===== config.mk =====
export PLATFORM = sky130hd
export DESIGN_NAME = ne_commit_unit
export DESIGN_NICKNAME = d
export VERILOG_FILES = /design/src/rtl/ne_commit_pkg.sv /design/src/rtl/ne_pending_eval.sv /design/src/rtl/ne_rec_match.sv /design/src/rtl/ne_commit_unit.sv
export SDC_FILE = /design/constraint.sdc
export NUM_CORES = 1
export LEC_CHECK = 0
export ABC_CLOCK_PERIOD_IN_PS = 5600
export BUFFER_PORTS_ARGS = -buffer_cell sky130_fd_sc_hd__buf_4
export CORE_ASPECT_RATIO = 0.8
export CORE_MARGIN = 4
export CORE_UTILIZATION = 50
export CTS_CLUSTER_SIZE = 24
export DETAILED_ROUTE_END_ITERATION = 8
export PLACE_DENSITY_LB_ADDON = 0.2
export SYNTH_ARGS = -nofsm -noshare
export SYNTH_HDL_FRONTEND = slang
export SYNTH_SLANG_ARGS = --single-unit

===== constraint.sdc =====
create_clock -name clk -period 5.6 [get_ports clk]
set_input_delay 0.28 -clock clk [delete_from_list [all_inputs] [get_ports clk]]
set_output_delay 0.28 -clock clk [all_outputs]
set_load 0.02 [all_outputs]

===== src/rtl/ne_commit_pkg.sv =====
package ne_commit_pkg;

    typedef enum logic [1:0] {
        ST_IDLE = 2'd0,
        ST_EVAL = 2'd1,
        ST_SCAN = 2'd2,
        ST_DONE = 2'd3
    } ne_state_e;

endpackage


===== src/rtl/ne_pending_eval.sv =====
module ne_pending_eval #(
    parameter int BANK_W = 64,
    localparam int IDX_W = $clog2(BANK_W)
) (
    input  logic [BANK_W-1:0] bank_in,
    input  logic              all_regs,
    input  logic [IDX_W-1:0]  idx,
    input  logic              avail_hi,
    input  logic              avail_lo,
    output logic              target_ok,
    output logic              pending,
    output logic [BANK_W-1:0] bank_out
);
    localparam int HALF = BANK_W / 2;

    logic hi_any;
    logic lo_any;

    assign hi_any = |bank_in[BANK_W-1:HALF];
    assign lo_any = |bank_in[HALF-1:0];

    always_comb begin
        bank_out = bank_in;
        if (all_regs) begin
            target_ok = 1'b1;
            pending   = (avail_hi && hi_any) || (avail_lo && lo_any);
            if (avail_hi) bank_out[BANK_W-1:HALF] = '0;
            if (avail_lo) bank_out[HALF-1:0]      = '0;
        end else begin
            // upper half selected by the index MSB
            target_ok     = idx[IDX_W-1] ? avail_hi : avail_lo;
            pending       = bank_in[idx];
            bank_out[idx] = 1'b0;
        end
    end

endmodule


===== src/rtl/ne_rec_match.sv =====
module ne_rec_match #(
    parameter int NREC  = 8,
    parameter int IDX_W = 6,
    localparam int CNT_W = $clog2(NREC + 1)
) (
    input  logic [NREC-1:0]       rec_valid,
    input  logic [NREC-1:0]       rec_float,
    input  logic [NREC*IDX_W-1:0] rec_dest,
    input  logic [CNT_W-1:0]      count,
    input  logic                  req_float,
    input  logic                  all_regs,
    input  logic [IDX_W-1:0]      idx,
    output logic [NREC-1:0]       match
);
    for (genvar i = 0; i < NREC; i++) begin : g_rec
        logic in_range;
        logic dest_hit;
        assign in_range = CNT_W'(i) < count;
        assign dest_hit = all_regs || (rec_dest[i*IDX_W +: IDX_W] == idx);
        assign match[i] = in_range && rec_valid[i] &&
                          (rec_float[i] == req_float) && dest_hit;
    end

endmodule


===== src/rtl/ne_commit_unit.sv =====
module ne_commit_unit
    import ne_commit_pkg::*;
#(
    parameter int BANK_W = 64,
    parameter int NREC   = 8,
    localparam int IDX_W = $clog2(BANK_W),
    localparam int CNT_W = $clog2(NREC + 1)
) (
    input  logic                  clk,
    input  logic                  rst_n,
    input  logic                  req_valid,
    output logic                  req_ready,
    input  logic                  req_commit,
    input  logic                  req_float,
    input  logic [IDX_W:0]        req_target,
    input  logic                  avail_hi,
    input  logic                  avail_lo,
    input  logic [BANK_W-1:0]     gen_flags,
    input  logic [BANK_W-1:0]     fp_flags,
    input  logic                  ctl_valid,
    input  logic                  ctl_log_en,
    input  logic [CNT_W-1:0]      ctl_count,
    input  logic [NREC-1:0]       rec_valid,
    input  logic [NREC-1:0]       rec_float,
    input  logic [NREC*IDX_W-1:0] rec_dest,
    output logic                  flags_we,
    output logic                  flags_we_float,
    output logic [BANK_W-1:0]     flags_out,
    output logic [NREC-1:0]       rec_clr,
    output logic                  commit_exc,
    output logic                  done
);
    localparam int SCAN_W = (NREC > 1) ? $clog2(NREC) : 1;
    localparam logic [SCAN_W-1:0] SCAN_LAST = SCAN_W'(NREC - 1);

    ne_state_e          state_q, state_d;
    logic [SCAN_W-1:0]  scan_q;
    logic               cmt_q, flt_q, all_q;
    logic [IDX_W-1:0]   idx_q;
    logic [BANK_W-1:0]  bank_q;
    logic               pend_q, log_q;

    logic               ev_ok, ev_pend;
    logic [BANK_W-1:0]  ev_bank;
    logic [NREC-1:0]    match;
    logic               log_en;

    assign log_en = ctl_valid && ctl_log_en;

    ne_pending_eval #(.BANK_W(BANK_W)) u_eval (
        .bank_in   (bank_q),
        .all_regs  (all_q),
        .idx       (idx_q),
        .avail_hi  (avail_hi),
        .avail_lo  (avail_lo),
        .target_ok (ev_ok),
        .pending   (ev_pend),
        .bank_out  (ev_bank)
    );

    ne_rec_match #(.NREC(NREC), .IDX_W(IDX_W)) u_match (
        .rec_valid (rec_valid),
        .rec_float (rec_float),
        .rec_dest  (rec_dest),
        .count     (ctl_count),
        .req_float (flt_q),
        .all_regs  (all_q),
        .idx       (idx_q),
        .match     (match)
    );

    // next-state decision
    always_comb begin
        state_d = state_q;
        unique case (state_q)
            ST_IDLE: if (req_valid) state_d = ST_EVAL;
            ST_EVAL: state_d = (ev_ok && log_en) ? ST_SCAN : ST_DONE;
            ST_SCAN: if (scan_q == SCAN_LAST) state_d = ST_DONE;
            ST_DONE: state_d = ST_IDLE;
            default: state_d = ST_IDLE;
        endcase
    end

    // state register
    always_ff @(posedge clk or negedge rst_n) begin
        if (!rst_n) state_q <= ST_IDLE;
        else        state_q <= state_d;
    end

    // request capture, evaluation results and record walk
    always_ff @(posedge clk or negedge rst_n) begin
        if (!rst_n) begin
            scan_q <= '0;
            cmt_q  <= 1'b0;
            flt_q  <= 1'b0;
            all_q  <= 1'b0;
            idx_q  <= '0;
            bank_q <= '0;
            pend_q <= 1'b0;
            log_q  <= 1'b0;
        end else begin
            if (state_q == ST_IDLE && req_valid) begin
                cmt_q  <= req_commit;
                flt_q  <= req_float;
                all_q  <= req_target[IDX_W];
                idx_q  <= req_target[IDX_W-1:0];
                bank_q <= req_float ? fp_flags : gen_flags;
            end
            if (state_q == ST_EVAL) begin
                pend_q <= ev_pend && ev_ok;
                log_q  <= log_en;
            end
            if (state_q == ST_SCAN) scan_q <= scan_q + 1'b1;
            else                    scan_q <= '0;
        end
    end

    // outputs
    always_comb begin
        req_ready      = 1'b0;
        flags_we       = 1'b0;
        flags_we_float = flt_q;
        flags_out      = ev_bank;
        rec_clr        = '0;
        commit_exc     = 1'b0;
        done           = 1'b0;
        unique case (state_q)
            ST_IDLE: req_ready = 1'b1;
            ST_EVAL: flags_we  = ev_ok;
            ST_SCAN: rec_clr[scan_q] = match[scan_q];
            ST_DONE: begin
                done       = 1'b1;
                commit_exc = cmt_q && pend_q && log_q;
            end
            default: ;
        endcase
    end

endmodule


Word-level counts from Yosys, hierarchy flattened. Index checks and enable logic that the tools add are counted.

Equality and inequality tests: 22. Magnitude comparators: 12. Add/sub/neg operators: 1. Muxes and demuxes: 25. Bitwise logic cells: 3. Reductions and logical operators: 47.

Operators by type and width (number): two-way mux 64 bit (2); AND 64 bit (1); two-way mux 32 bit (2); NOT 64 bit (1); OR reduction 32 bit (2); equality test 6 bit (8); logical AND 1 bit (34); < comparator 3 x 4 -> 1 bit (first input constant) (4); two-way mux 1 bit (12); logical OR 1 bit (9); AND 8 bit (1); equality test 1 bit (8); < comparator 1 x 4 -> 1 bit (first input constant) (2); < comparator 2 x 4 -> 1 bit (first input constant) (2); two-way mux 8 bit (1); one-hot mux 2 bit (4 select lines) (1); < comparator 6 x 7 -> 1 bit (second input constant) (1); binary-select mux 1 bit (select 6 bit) (1); demux 1 bit (select 6 bit) (1); >= comparator 6 x 1 -> 1 bit (second input constant) (1); equality test 2 bit (second input constant) (2); < comparator 3 x 4 -> 1 bit (second input constant) (1); two-way mux 2 bit (2); inequality test 2 bit (second input constant) (2); other kinds (9) (9).

Word-level logic and storage cells: 119. Input bits: 212. Flip-flop bits (word level): 80. Output and inout port bits: 77.

Depth between registers and ports, before layout. Gate-level depths: netlist of the first run.

Depth in word-level cells: 8. Mapped depth: 9. Mapped depth without buffers: 6.

By module. From an unflattened synthesis of the first run, not the netlist that was laid out.

Cell total of the unflattened synthesis: 705. Area total of the unflattened synthesis: 6059.6 sq um.

Modules (own cells, without submodules): ne_commit_unit (area an instance 3764.9 sq um, instances 1, seq. area each 2001.9 sq um, cells each 350); ne_pending_eval (area an instance 1541.5 sq um, instances 1, seq. area each 0.0 sq um, cells each 254); ne_rec_match (area an instance 753.2 sq um, instances 1, seq. area each 0.0 sq um, cells each 101).

Worst setup path before layout of the first run. No wires, ideal clock.

Path type: register -> output. From: reg flt_q, in the netlist flags_we_float. To: out rec_clr[0]. Setup slack: 3006 ps. Required time: 5320 ps. Cell stages (with the launch flop): 8. Arrival time: 2314 ps. Buffers on the path: 1. Cell sequence: dfrtp_1 > buf_2 > xor2_1 > a2111oi_0 > a41oi_1 > nand3_1 > nand4_4 > nor4_1.

Word-level cells in the longest chain between the ends: 7. Elaborated cells on any way between the ends: 28. Classes of those cells: eq/ne (8); mux (3); bitwise (1); reduce/logical (16).

RTL lines: from (decl) (RTL line ne_commit_unit.sv:38) `logic cmt_q, flt_q, all_q;`; from (signal assigned) (RTL line ne_commit_unit.sv:104) `flt_q <= req_float;`; equality test 1 bit (RTL line ne_rec_match.sv:21) `(rec_float[i] == req_float) && dest_hit;`; logical AND 1 bit (RTL line ne_rec_match.sv:20) `assign match[i] = in_range && rec_valid[i] &&`; logical AND 1 bit (RTL line ne_rec_match.sv:21); binary-select mux 1 bit (select 3 bit) (*) (RTL line ne_commit_unit.sv:130) `ST_SCAN: rec_clr[scan_q] = match[scan_q];`; two-way mux 1 bit (implied by the code) (*) (RTL line ne_commit_unit.sv:130); AND 8 bit (no line) (*); two-way mux 8 bit (*) (RTL line ne_commit_unit.sv:127) `unique case (state_q)`; to (decl) (RTL line ne_commit_unit.sv:29) `output logic [NREC-1:0] rec_clr,`.

Mark *: on every way between the ends. The rest lies on a longest branch, timed or not. The select of a mux whose other input is x is not followed.

Worst setup path after layout of the first run.
From: reg idx_q[0]. To: out flags_out[57].

Word-level cells in the longest chain between the ends: 7. Elaborated cells on any way between the ends: 8. Classes of those cells: order compare (2); mux (3); bitwise (2); reduce/logical (1).

RTL lines: from (decl) (RTL line ne_commit_unit.sv:39) `logic [IDX_W-1:0] idx_q;`; from (signal assigned) (RTL line ne_commit_unit.sv:106) `idx_q <= req_target[IDX_W-1:0];`; < comparator 6 x 7 -> 1 bit (implied by the code) or >= comparator 6 x 1 -> 1 bit (tied branches) (RTL line ne_pending_eval.sv:33) `bank_out[idx] = 1'b0;`; logical AND 1 bit (implied by the code) (RTL line ne_pending_eval.sv:33); two-way mux 1 bit (implied by the code) (RTL line ne_pending_eval.sv:33); demux 1 bit (select 6 bit) (*); NOT 64 bit (no line) (*); AND 64 bit (no line) (*); two-way mux 64 bit (*) (RTL line ne_pending_eval.sv:24) `if (all_regs) begin`; to (decl) (RTL line ne_commit_unit.sv:28) `output logic [BANK_W-1:0] flags_out,`.

Mark *: on every way between the ends. The rest lies on a longest branch, timed or not.

==> results of run 1 <==
[per-layer routing]
metal,up-vias,wire length (µm)
met5,-,0
met4,0,481
met3,46,2390
met2,393,9910
met1,3113,8770
li1,3072,-
[metrics by stage]
| stage | utilization, % | instance area (µm²) |
|---|---|---|
| finish | 72.7 | 8470 |
| global route | 72.7 | 8470 |
| CTS | 72.7 | 8470 |
| detailed placement | 70.3 | 8190 |
| global placement | 70.3 | 8190 |
| floorplan | - | 6040 |
[Yosys cell counts, types with 2 or more instances]
| cell type | instances |
|---|---|
| or3_1 | 3 |
| clkbuf_1 | 20 |
| o221ai_1 | 5 |
| o211ai_1 | 2 |
| mux2_2 | 9 |
| ha_1 | 6 |
| xor2_1 | 40 |
| a41oi_1 | 3 |
| nand2b_1 | 7 |
| mux4_1 | 4 |
| buf_2 | 12 |
| nor4b_1 | 3 |
| o311a_1 | 2 |
| buf_4 | 3 |
| buf_1 | 12 |
| nor2_1 | 74 |
| nand3_1 | 5 |
| nor3b_2 | 3 |
| xnor2_1 | 16 |
| mux4_2 | 4 |
| inv_1 | 13 |
| o22ai_1 | 3 |
| and2_1 | 3 |
| nor4_1 | 27 |
| a22oi_1 | 2 |
| a32o_1 | 2 |
| a211oi_1 | 4 |
| mux2i_1 | 67 |
| nor4_2 | 2 |
| dfrtp_1 | 80 |
| o21ai_0 | 15 |
| a21oi_1 | 125 |
| nor3b_1 | 2 |
| buf_12 | 2 |
| o211a_1 | 3 |
| nand2_1 | 78 |
| nand4_1 | 10 |
| nor3_1 | 15 |
| a31oi_1 | 4 |
| buf_6 | 2 |
[sequential cells by signal, summed over array words and instances, names as in the netlist]
signal / flops
all_q: 1
bank_q: 64
cmt_q: 1
flags_we_float: 1
idx_q: 6
log_q: 1
pend_q: 1
scan_q: 3
state_q: 2
[worst paths after layout]
check	from	endpoint	slack [ps]	cells after the start
worst max-delay path	idx_q[0]	flags_out[57]	2570	4
worst min-delay path	rst_n	bank_q[40]	90	1
worst max register to register	idx_q[2]	pend_q	2990	7
worst min register to register	log_q	log_q	510	2
max in group asynchronous	rst_n	idx_q[2]	4810	1
min in group clk	req_target[1]	idx_q[1]	150	3
[where the power goes]
part           internal, mW  leakage (nW)  switching, mW
clock                 0.316         0.140          0.241
sequential            0.856         0.901          0.535
combinational          1.12          3.03           1.45
total                  2.29          4.07           2.22
[cell usage in the layout, fill, tap and decap left out, types with 3 or more instances in the layout]
cell,n
nor4b_1,3
nand2b_1,7
dfrtp_1,79
clkbuf_16,9
mux4_2,4
o22ai_1,3
nand4_1,10
xnor2_1,16
nor3b_2,3
mux4_1,4
o221ai_1,5
clkinv_4,3
o21ai_0,15
nor3_1,15
buf_4,295
or3_1,3
a41oi_1,3
a211oi_1,4
nor4_1,26
inv_1,13
ha_1,6
mux2i_1,67
a31oi_1,4
o211a_1,3
a21oi_1,125
xor2_1,40
nand2_1,78
mux2_2,9
nand3_1,5
nor2_1,74
nor4_2,3
[logic make-up after synthesis]
group	after synthesis	share of synthesized area [%]
flip-flops	80	33.1
multiplexers	84	16.0
adder cells (fa/ha/maj)	6	1.24
AND/OR/NAND/NOR	240	19.3
AO/OA/AOI/OAI	180	17.0
XOR/XNOR	56	8.12
buffers and inverters	64	5.20
[critical path, stage by stage, from the launching register on]
cell and delay, ps:
dfrtp_2 890, inv_1 330, or4_1 650, o311a_1 350, buf_4 170
[final cells by class]
type / instances / share of cell area [%]
multi-input cells: 566 / 44.1
flip-flops and latches: 80 / 23.6
repair buffers: 295 / 26.1
clock buffers: 11 / 2.87
clock inverters: 5 / 0.473
well taps: 148 / 2.19
inverters: 13 / 0.576
==> reports/qor.yml, run 1 <==
run_status:
  status: "complete, no violations"
placed_design:
  dp_hpwl_mm: 16.6
  io_buffers: 288
  gp_congestion: 0.963
  place_ws_ps: 2940
  dpl.cell_count: 1102
final_layout:
  drive_gt1_share_pct: 34.3
  fillers: 940
  ff_latch_area_mm2: 0.00200
  multi_input_area_mm2: 0.00374
  diodes: 0
  nets: 1183
  area_growth_pct: 40.2
  instances_no_fill: 1118
sta:
  finalSetupViolCount: 0
  fmax_mhz: 330
  worst_pin_slew_ps: 1040
  timing.final.crit_share_pct: 54.1
  finalHoldViolations: 0
  fin_ws_ps: 2570
  clock_skew_ps: 5.55
  rsz0062_at_grt: "false"
  setup_tns_ps: 0
  slew_violations: 0
  fin_crit_ps: 3030
  timing.hold.ws_ps: 90.5
  max-slew-margin-rel_pct: 30.5
detailed_routing:
  via_count: 6624
  drtIter0Drc: 601
  wl_per_cell_um: 19.3
  dr.pass1.iters: 6
  wl_mm: 21.6
  drc_errors: 0
  viasPerCell: 5.92
  ant_nets: 0
run:
  cap_violations: 0
global_route:
  grt_pass1_wl_mm: 32.3
  first_global_vias: 6209
  grt.busiest_layer: "met2"
  grt_overflow_total: 0
  antenna_found_initial: 0
  grt.met1_usage_pct: 42.2
  grt_max_degree: 87
  grt_use_total_pct: 29.8
  met3_usage_pct: 7.89
  grt_util_met2_pct: 45.0
power:
  p_per_area_mw_per_mm2: 533
  leakagePower_nw: 4.07
  total_power_mw: 4.52
  ir_drop_mv: 0.307
setup_path:
  crit_fanout: 34
  worstPathArrival_ps: 2750
  required_ps: 5320
  cp-start-kind: "flop"
  cp-end-kind: "primary output"
  crit_type: "reg -> out"
synthesis:
  synth_cell_types: 58
  synth_nets: 928
  avgSynthCellArea_um2: 8.51
  async_flop_share_pct: 100
  ys.flop_type: "dfrtp_1"
  ys_seq_elements: 80
  yosysWarnings: 0
  ys_seq_area_share_pct: 33.1
  synth_cells: 710
  netlist.top_cell.by_area: "dfrtp_1"
  synth_edf_count: 0
  yosysTopAreaCellShare_pct: 33.1
  syn_area_mm2: 0.00604
  synthTopCellsByArea: "dfrtp_1 (33%), mux2i_1 (11%), a21oi_1 (10%)"
clocking:
  root_buffer: "clkbuf_16"
  cts_buffers: 9
  tritoncts: "built"
  cts_setup_buffers: 0
  h-tree-depth: 3
  clock_path_buffers: 2
  cts_sinks: 80
  clock_latency_ps: 340
  ctsResizeCount: 0
  cts.clk_slew.worst_paths_ps: 60
  hold_buffers: 0
die:
  initial_core_util_pct: 51.9
  pin_count: 289
  die_w_um: 131
  core_mm2: 0.0116
  die_h_um: 106
  rows: 35
  die_area_mm2: 0.0139
worst_hold_path:
  worstHoldPathType: "in -> async"
Note: power is estimated with default switching activity, not from simulation.
==> run 2: changes to the inputs <==
--- a/config.mk
+++ b/config.mk
@@ -5,11 +5,12 @@
 export SDC_FILE = /design/constraint.sdc
 export NUM_CORES = 1
 export LEC_CHECK = 0
-export ABC_CLOCK_PERIOD_IN_PS = 5600
+export ABC_AREA = 1
+export ABC_CLOCK_PERIOD_IN_PS = 2700
 export BUFFER_PORTS_ARGS = -buffer_cell sky130_fd_sc_hd__buf_4
 export CORE_ASPECT_RATIO = 0.8
 export CORE_MARGIN = 4
-export CORE_UTILIZATION = 50
+export CORE_UTILIZATION = 44
 export CTS_CLUSTER_SIZE = 24
 export DETAILED_ROUTE_END_ITERATION = 8
 export PLACE_DENSITY_LB_ADDON = 0.2
==> constraint.sdc (replaced) <==
create_clock -name clk -period 2.7 [get_ports clk]
set_input_delay 0.135 -clock clk [delete_from_list [all_inputs] [get_ports clk]]
set_output_delay 0.135 -clock clk [all_outputs]
set_load 0.02 [all_outputs]
==> run 2 against run 1 <==
Net effect: clock skew increased by 3.8 ps; the flow now finishes with violations (negative hold slack); critical path depth grew 4; highest routed layer unchanged; clock-buffer cell count unchanged; cell area up 6.8%; routed wire length increased by 22%; synthesized cell count rose by 46%; via count rose by 22%; clock power rose by 130%; largest power group unchanged.
==> reports/qor.yml, run 2 <==
setup_path:
  worstPathArrival_ps: 2410
  cp-end-kind: "primary output"
  cp_slowest_cell: "dfrtp_2"
  crit_fanout: 12
  crit_type: "reg -> out"
  cp-start-kind: "flop"
  crit_family: "simple AND/OR/NAND/NOR gates"
  cpPeakStageDelay_ps: 520
  required_ps: 2570
  worst-path-buf-inv: 3
  crit_chain: "inv_2 -> nor2_4 -> inv_2 -> nor2_1 -> nand2_1 -> o21ai_0 -> nor2_1 -> buf_4"
detailed_routing:
  viasPerCell: 5.41
  dr.pass1.iters: 6
  wl_per_cell_um: 17.6
  wl_mm: 26.2
  ant_nets: 0
  via_count: 8066
  drc_errors: 0
  drtIter0Drc: 711
clocking:
  clock_latency_ps: 350
  cts_sinks: 80
  h-tree-depth: 3
  cts.clk_slew.worst_paths_ps: 60
  cts_setup_buffers: 0
  clock_path_buffers: 2
  cts_buffers: 9
  root_buffer: "clkbuf_16"
  tritoncts: "built"
final_layout:
  diodes: 0
  fillers: 1354
  final_common_cell: "buf_4"
  regMostFlops: "bank_q"
  drive_gt1_share_pct: 26.7
  fin_area_mm2: 0.00904
  reg_top3: "bank_q x64, idx_q x6, scan_q x3"
  final_cell_mix: "buf_4 (301), nand2_1 (246), nor2_1 (182)"
  nets: 1520
  largest_reg_flops: 64
  area_growth_pct: 40.8
die:
  core_mm2: 0.0143
  die_w_um: 143
  die_h_um: 116
  die_area_mm2: 0.0166
  rows: 39
  pin_count: 289
  initial_core_util_pct: 44.9
run_status:
  violations: "negative hold slack"
  status: "finished, violations left"
run:
  cap_violations: 0
global_route:
  first_global_vias: 7417
  grt_overflow_total: 0
  grt_use_total_pct: 30.6
  antenna_found_initial: 0
  grt_pass1_wl_mm: 39.5
  grt_max_degree: 133
synthesis:
  netlist.top_cell.by_area: "dfrtp_1"
  synthTopCellsByArea: "dfrtp_1 (31%), nand2_1 (14%), nor2_1 (11%)"
  synth_common_cells: "nand2_1 (246), nor2_1 (182), inv_1 (119)"
  synth_nets: 1256
  async_flop_share_pct: 100
  yosysMostFrequentCell: "nand2_1"
  ys_seq_elements: 80
  avgSynthCellArea_um2: 6.19
  syn_area_mm2: 0.00642
  yosysTopAreaCellShare_pct: 31.2
  synth_cells: 1038
  yosysWarnings: 0
  ys.flop_type: "dfrtp_1"
  synth_cell_types: 32
  synth_edf_count: 0
  ys_seq_area_share_pct: 31.2
sta:
  rsz0062_at_grt: "false"
  clock_skew_ps: 9.34
  timing.hold.ws_ps: -22.7
  finalHoldViolations: 29
  finalSetupViolCount: 0
  timing.final.crit_share_pct: 94.4
  slew_violations: 0
  fmax_mhz: 392
  worst_pin_slew_ps: 1060
  max-slew-margin-rel_pct: 29.0
  fin_crit_ps: 2550
  setup_tns_ps: 0
worst_hold_path:
  worstHoldPathType: "in -> async"
placed_design:
  dp_hpwl_mm: 19.7
  io_buffers: 288
  placed_area_mm2: 0.00870
  gp_congestion: 0.939
power:
  ir_drop_mv: 0.835
  leakagePower_nw: 4.68
  p_per_area_mw_per_mm2: 1090
## run 2: kinds of logic after synthesis
group,synth area share [%]
AND/OR/NAND/NOR,34.7
AO/OA/AOI/OAI,18.6
buffers and inverters,11.4
flip-flops,31.2
XOR/XNOR,3.00
adder cells (fa/ha/maj),1.17
## run 2: what timing repair did
item | 4_1_cts | 5_1_grt
endpoints found under the setup margin | 0 | 25
endpoints found under the hold margin | 4 | 0
hold buffers | 4 | 0
resized for setup | 0 | 2
## run 2: layer usage
metal | vias to the layer above | global-route usage, % | wire [µm]
met5 | - | 0 | 0
met4 | 0 | 8.80 | 698
met3 | 55 | 7.47 | 2640
met2 | 400 | 45.9 | 11600
met1 | 3718 | 44.1 | 11300
li1 | 3893 | - | -
## run 2: power by group
group	internal (mW)	total [mW]	switching (mW)
Clock	0.726	1.26	0.531
Sequential	1.80	2.49	0.694
Combinational	2.23	6.07	3.84
## run 2: final cells by class
class                      instances  area, µm²  area share (%)
sequential                        80       2010            22.2
inverter                         127        478            5.29
clock inverter                     5       63.8           0.706
tap                              184        230            2.55
timing repair buffer             307       2340            25.9
clock buffer                      11        233            2.57
multi-input combinational        777       3690            40.8
## run 2: per-stage QoR
stage	cells	utilization, %	setup slack [ps]	hold slack, ps	total power, mW
after floorplan	1038	-	913	-161	6.14
after global placement	1471	60.9	516	333	8.40
after detailed placement	1471	60.9	451	335	8.46
after CTS	1491	63.2	84.6	4.30	9.76
after global routing	1491	63.3	6.00	29.5	10.6
final	1491	63.3	151	-22.7	9.82
## run 2: worst reg2reg max path, stage by stage, from the launching register on
cell     delay, ps
dfrtp_2        480
inv_2          430
buf_4          300
nand2_1         80
nand3_1         90
nand4_1        140
nand2_1         90
nand2_1         50
nor2_1         140
nand2_1         80
nand2_1         70
nand2_1         60
nand2_1         50
## run 2: final timing paths
kind                          startpoint            end  slack, ps  cells past startpoint
max in group asynchronous          rst_n       idx_q[5]       1990                      1
min reg2reg                        cmt_q          cmt_q        480                      2
min in group clk           req_target[4]       idx_q[4]         20                      3
max reg2reg                     idx_q[0]         pend_q        570                     12
max                             idx_q[1]  flags_out[51]        150                      8
min                                rst_n     bank_q[24]        -20                      1
==> run 3: changes to the inputs <==
--- a/config.mk
+++ b/config.mk
@@ -6,11 +6,11 @@
 export NUM_CORES = 1
 export LEC_CHECK = 0
 export ABC_AREA = 1
-export ABC_CLOCK_PERIOD_IN_PS = 2700
+export ABC_CLOCK_PERIOD_IN_PS = 2570
 export BUFFER_PORTS_ARGS = -buffer_cell sky130_fd_sc_hd__buf_4
 export CORE_ASPECT_RATIO = 0.8
 export CORE_MARGIN = 4
-export CORE_UTILIZATION = 44
+export CORE_UTILIZATION = 49
 export CTS_CLUSTER_SIZE = 24
 export DETAILED_ROUTE_END_ITERATION = 8
 export PLACE_DENSITY_LB_ADDON = 0.2
==> constraint.sdc (replaced) <==
create_clock -name clk -period 2.57 [get_ports clk]
set_input_delay 0.1285 -clock clk [delete_from_list [all_inputs] [get_ports clk]]
set_output_delay 0.1285 -clock clk [all_outputs]
set_load 0.02 [all_outputs]
==> run 3 against run 2 <==
Net effect: the run now ends clean; setup slack got worse by 25 ps; critical endpoint is now flags_out[60]; first-iteration DRC count increased by 54%; core utilization increased by 6.7 points; hold slack improved by 36 ps; clock skew about the same; critical path depth decreased by 4; clock-buffer cell count decreased by 2; sequential power increased by 5%; die area decreased by 9.6%; register-to-register slack improved by 60 ps; highest routed layer unchanged.
==> reports/qor.yml, run 3 (synthesis results as in run 2) <==
final_layout:
  instances_no_fill: 1483
  reg_top3: "bank_q x64, idx_q x6, scan_q x3"
  drive_gt1_share_pct: 27.0
  regMostFlops: "bank_q"
  fillers: 1180
  final_common_cell: "buf_4"
  multi_input_area_mm2: 0.00369
  area_growth_pct: 40.2
  nets: 1522
  final_cell_mix: "buf_4 (305), nand2_1 (246), nor2_1 (182)"
  ff_latch_area_mm2: 0.00201
  diodes: 0
  largest_reg_flops: 64
sta:
  timing.final.crit_share_pct: 95.1
  clock_skew_ps: 9.80
  fin_ws_ps: 126
  fmax_mhz: 409
  finalSetupViolCount: 0
  max-slew-margin-rel_pct: 32.0
  slew_violations: 0
  fin_crit_ps: 2440
  rsz0062_at_grt: "false"
  finalHoldViolations: 0
  worst_pin_slew_ps: 1020
  setup_tns_ps: 0
detailed_routing:
  wl_met1_mm: 10.8
  ant_nets: 0
  drc_errors: 0
  wl_met3_mm: 2.82
  top_layer: "met4"
  drtIter0Drc: 1096
  dr.pass1.iters: 5
  viasPerCell: 5.51
  wl_per_cell_um: 17.5
  wl_mm: 26.0
  met2_length_mm: 11.7
  via_count: 8171
setup_path:
  worst-path-buf-inv: 2
  cp-start-kind: "flop"
  crit_start: "all_q"
  r2r-start: "idx_q[0]"
  cp-end-kind: "primary output"
  crit_chain: "nand2_1 -> inv_1 -> a311oi_1 -> buf_4"
  crit_end: "flags_out[60]"
  required_ps: 2440
  crit_type: "reg -> out"
  worstPathArrival_ps: 2320
  crit_fanout: 30
  cpPeakStageDelay_ps: 710
  cp_slowest_cell: "a311oi_1"
  path_depth: 4
  r2r-end: "pend_q"
  worstRegToRegCells: 12
  crit_family: "compound AO/OA/AOI/OAI gates"
  r2r_slack_ps: 630
clocking:
  cts.clk_slew.worst_paths_ps: 60
  clock_path_buffers: 2
  cts_sinks: 80
  root_buffer: "clkbuf_16"
  cts_setup_buffers: 0
  clock_latency_ps: 340
  cts_buffers: 9
  h-tree-depth: 3
  tritoncts: "built"
run_status:
  status: "complete, no violations"
placed_design:
  gp_congestion: 0.940
  dpl.cell_count: 1465
  place_ws_ps: 486
  io_buffers: 288
  dp_hpwl_mm: 19.6
global_route:
  grt_pass1_wl_mm: 39.5
  first_global_vias: 7470
  grt_overflow_total: 0
  grt_use_total_pct: 33.1
  antenna_found_initial: 0
  grt_max_degree: 133
die:
  die_h_um: 110
  pin_count: 289
  die_area_mm2: 0.0150
  core_mm2: 0.0129
  die_w_um: 136
  initial_core_util_pct: 49.9
  rows: 37
power:
  p_per_area_mw_per_mm2: 1140
  ir_drop_mv: 0.755
  leakagePower_nw: 4.67
worst_hold_path:
  worstHoldPathType: "in -> reg"
  hold_depth: 3
run:
  cap_violations: 0
[run 3: cell count changes in the layout (fill, tap and decap cells not counted), sizes merged]
cell         previous run  this run
clkbuf                 11         9
inv                   128       127
clkinvlp                1         3
clkinv                  2         3
bufinv                  1         0
buf                   303       306
dlygate4sd3             4         3
[run 3: repair_timing]
item                                    CTS  global route
endpoints found under the hold margin    68             0
hold buffers                              3             0
endpoints found under the setup margin    0            16
resized for setup                         0             4
[run 3: cell type report]
| cell class | count | share of cell area (%) |
|---|---|---|
| multi-input cells | 777 | 41.0 |
| repair buffers | 309 | 26.0 |
| flip-flops and latches | 80 | 22.3 |
| inverters | 127 | 5.33 |
| clock buffers | 9 | 2.50 |
| well taps | 175 | 2.43 |
| clock inverters | 6 | 0.500 |
[run 3: worst min path at each step]
stage                       start          to  slack (ps)
floorplan                   rst_n       all_q        -170
global placement            rst_n  bank_q[25]         300
detailed placement          rst_n  bank_q[25]         300
CTS                 req_target[3]    idx_q[3]           9
global route        req_target[6]       all_q          20
finish              req_target[3]    idx_q[3]          10
[run 3: worst register-to-register path, stage by stage, from the launching register on]
cell	delay, ps
dfrtp_2	530
inv_4	280
buf_4	270
nand2_1	80
nand3_1	70
nand4_1	140
nand2_1	90
nand2_1	50
nor2_1	110
nand2_1	90
nand2_1	60
nand2_1	60
nand2_1	50
[run 3: stage by stage]
stage	instance area, µm²	hold WS [ps]	utilization [%]	power (mW)
final	9010	13.5	70.0	10.3
after global routing	9010	18.6	70.0	11.0
after CTS	9000	8.99	70.0	10.1
after detailed placement	8700	301	67.6	8.89
after global placement	8700	298	67.6	8.79
after floorplan	6420	-167	-	6.45
[run 3: power by group]
part	switching (mW)	internal [mW]	total [mW]
sequential	0.726	1.89	2.61
combinational	4.08	2.36	6.43
clock	0.552	0.653	1.20
total	5.36	4.90	10.3
[run 3: layer usage]
metal  vias to the layer above  global-route usage (%)
li1                       3891                       -
met1                      3741                    47.0
met2                       496                    50.9
met3                        43                    8.01
met4                         0                    7.92
met5                         -                       0
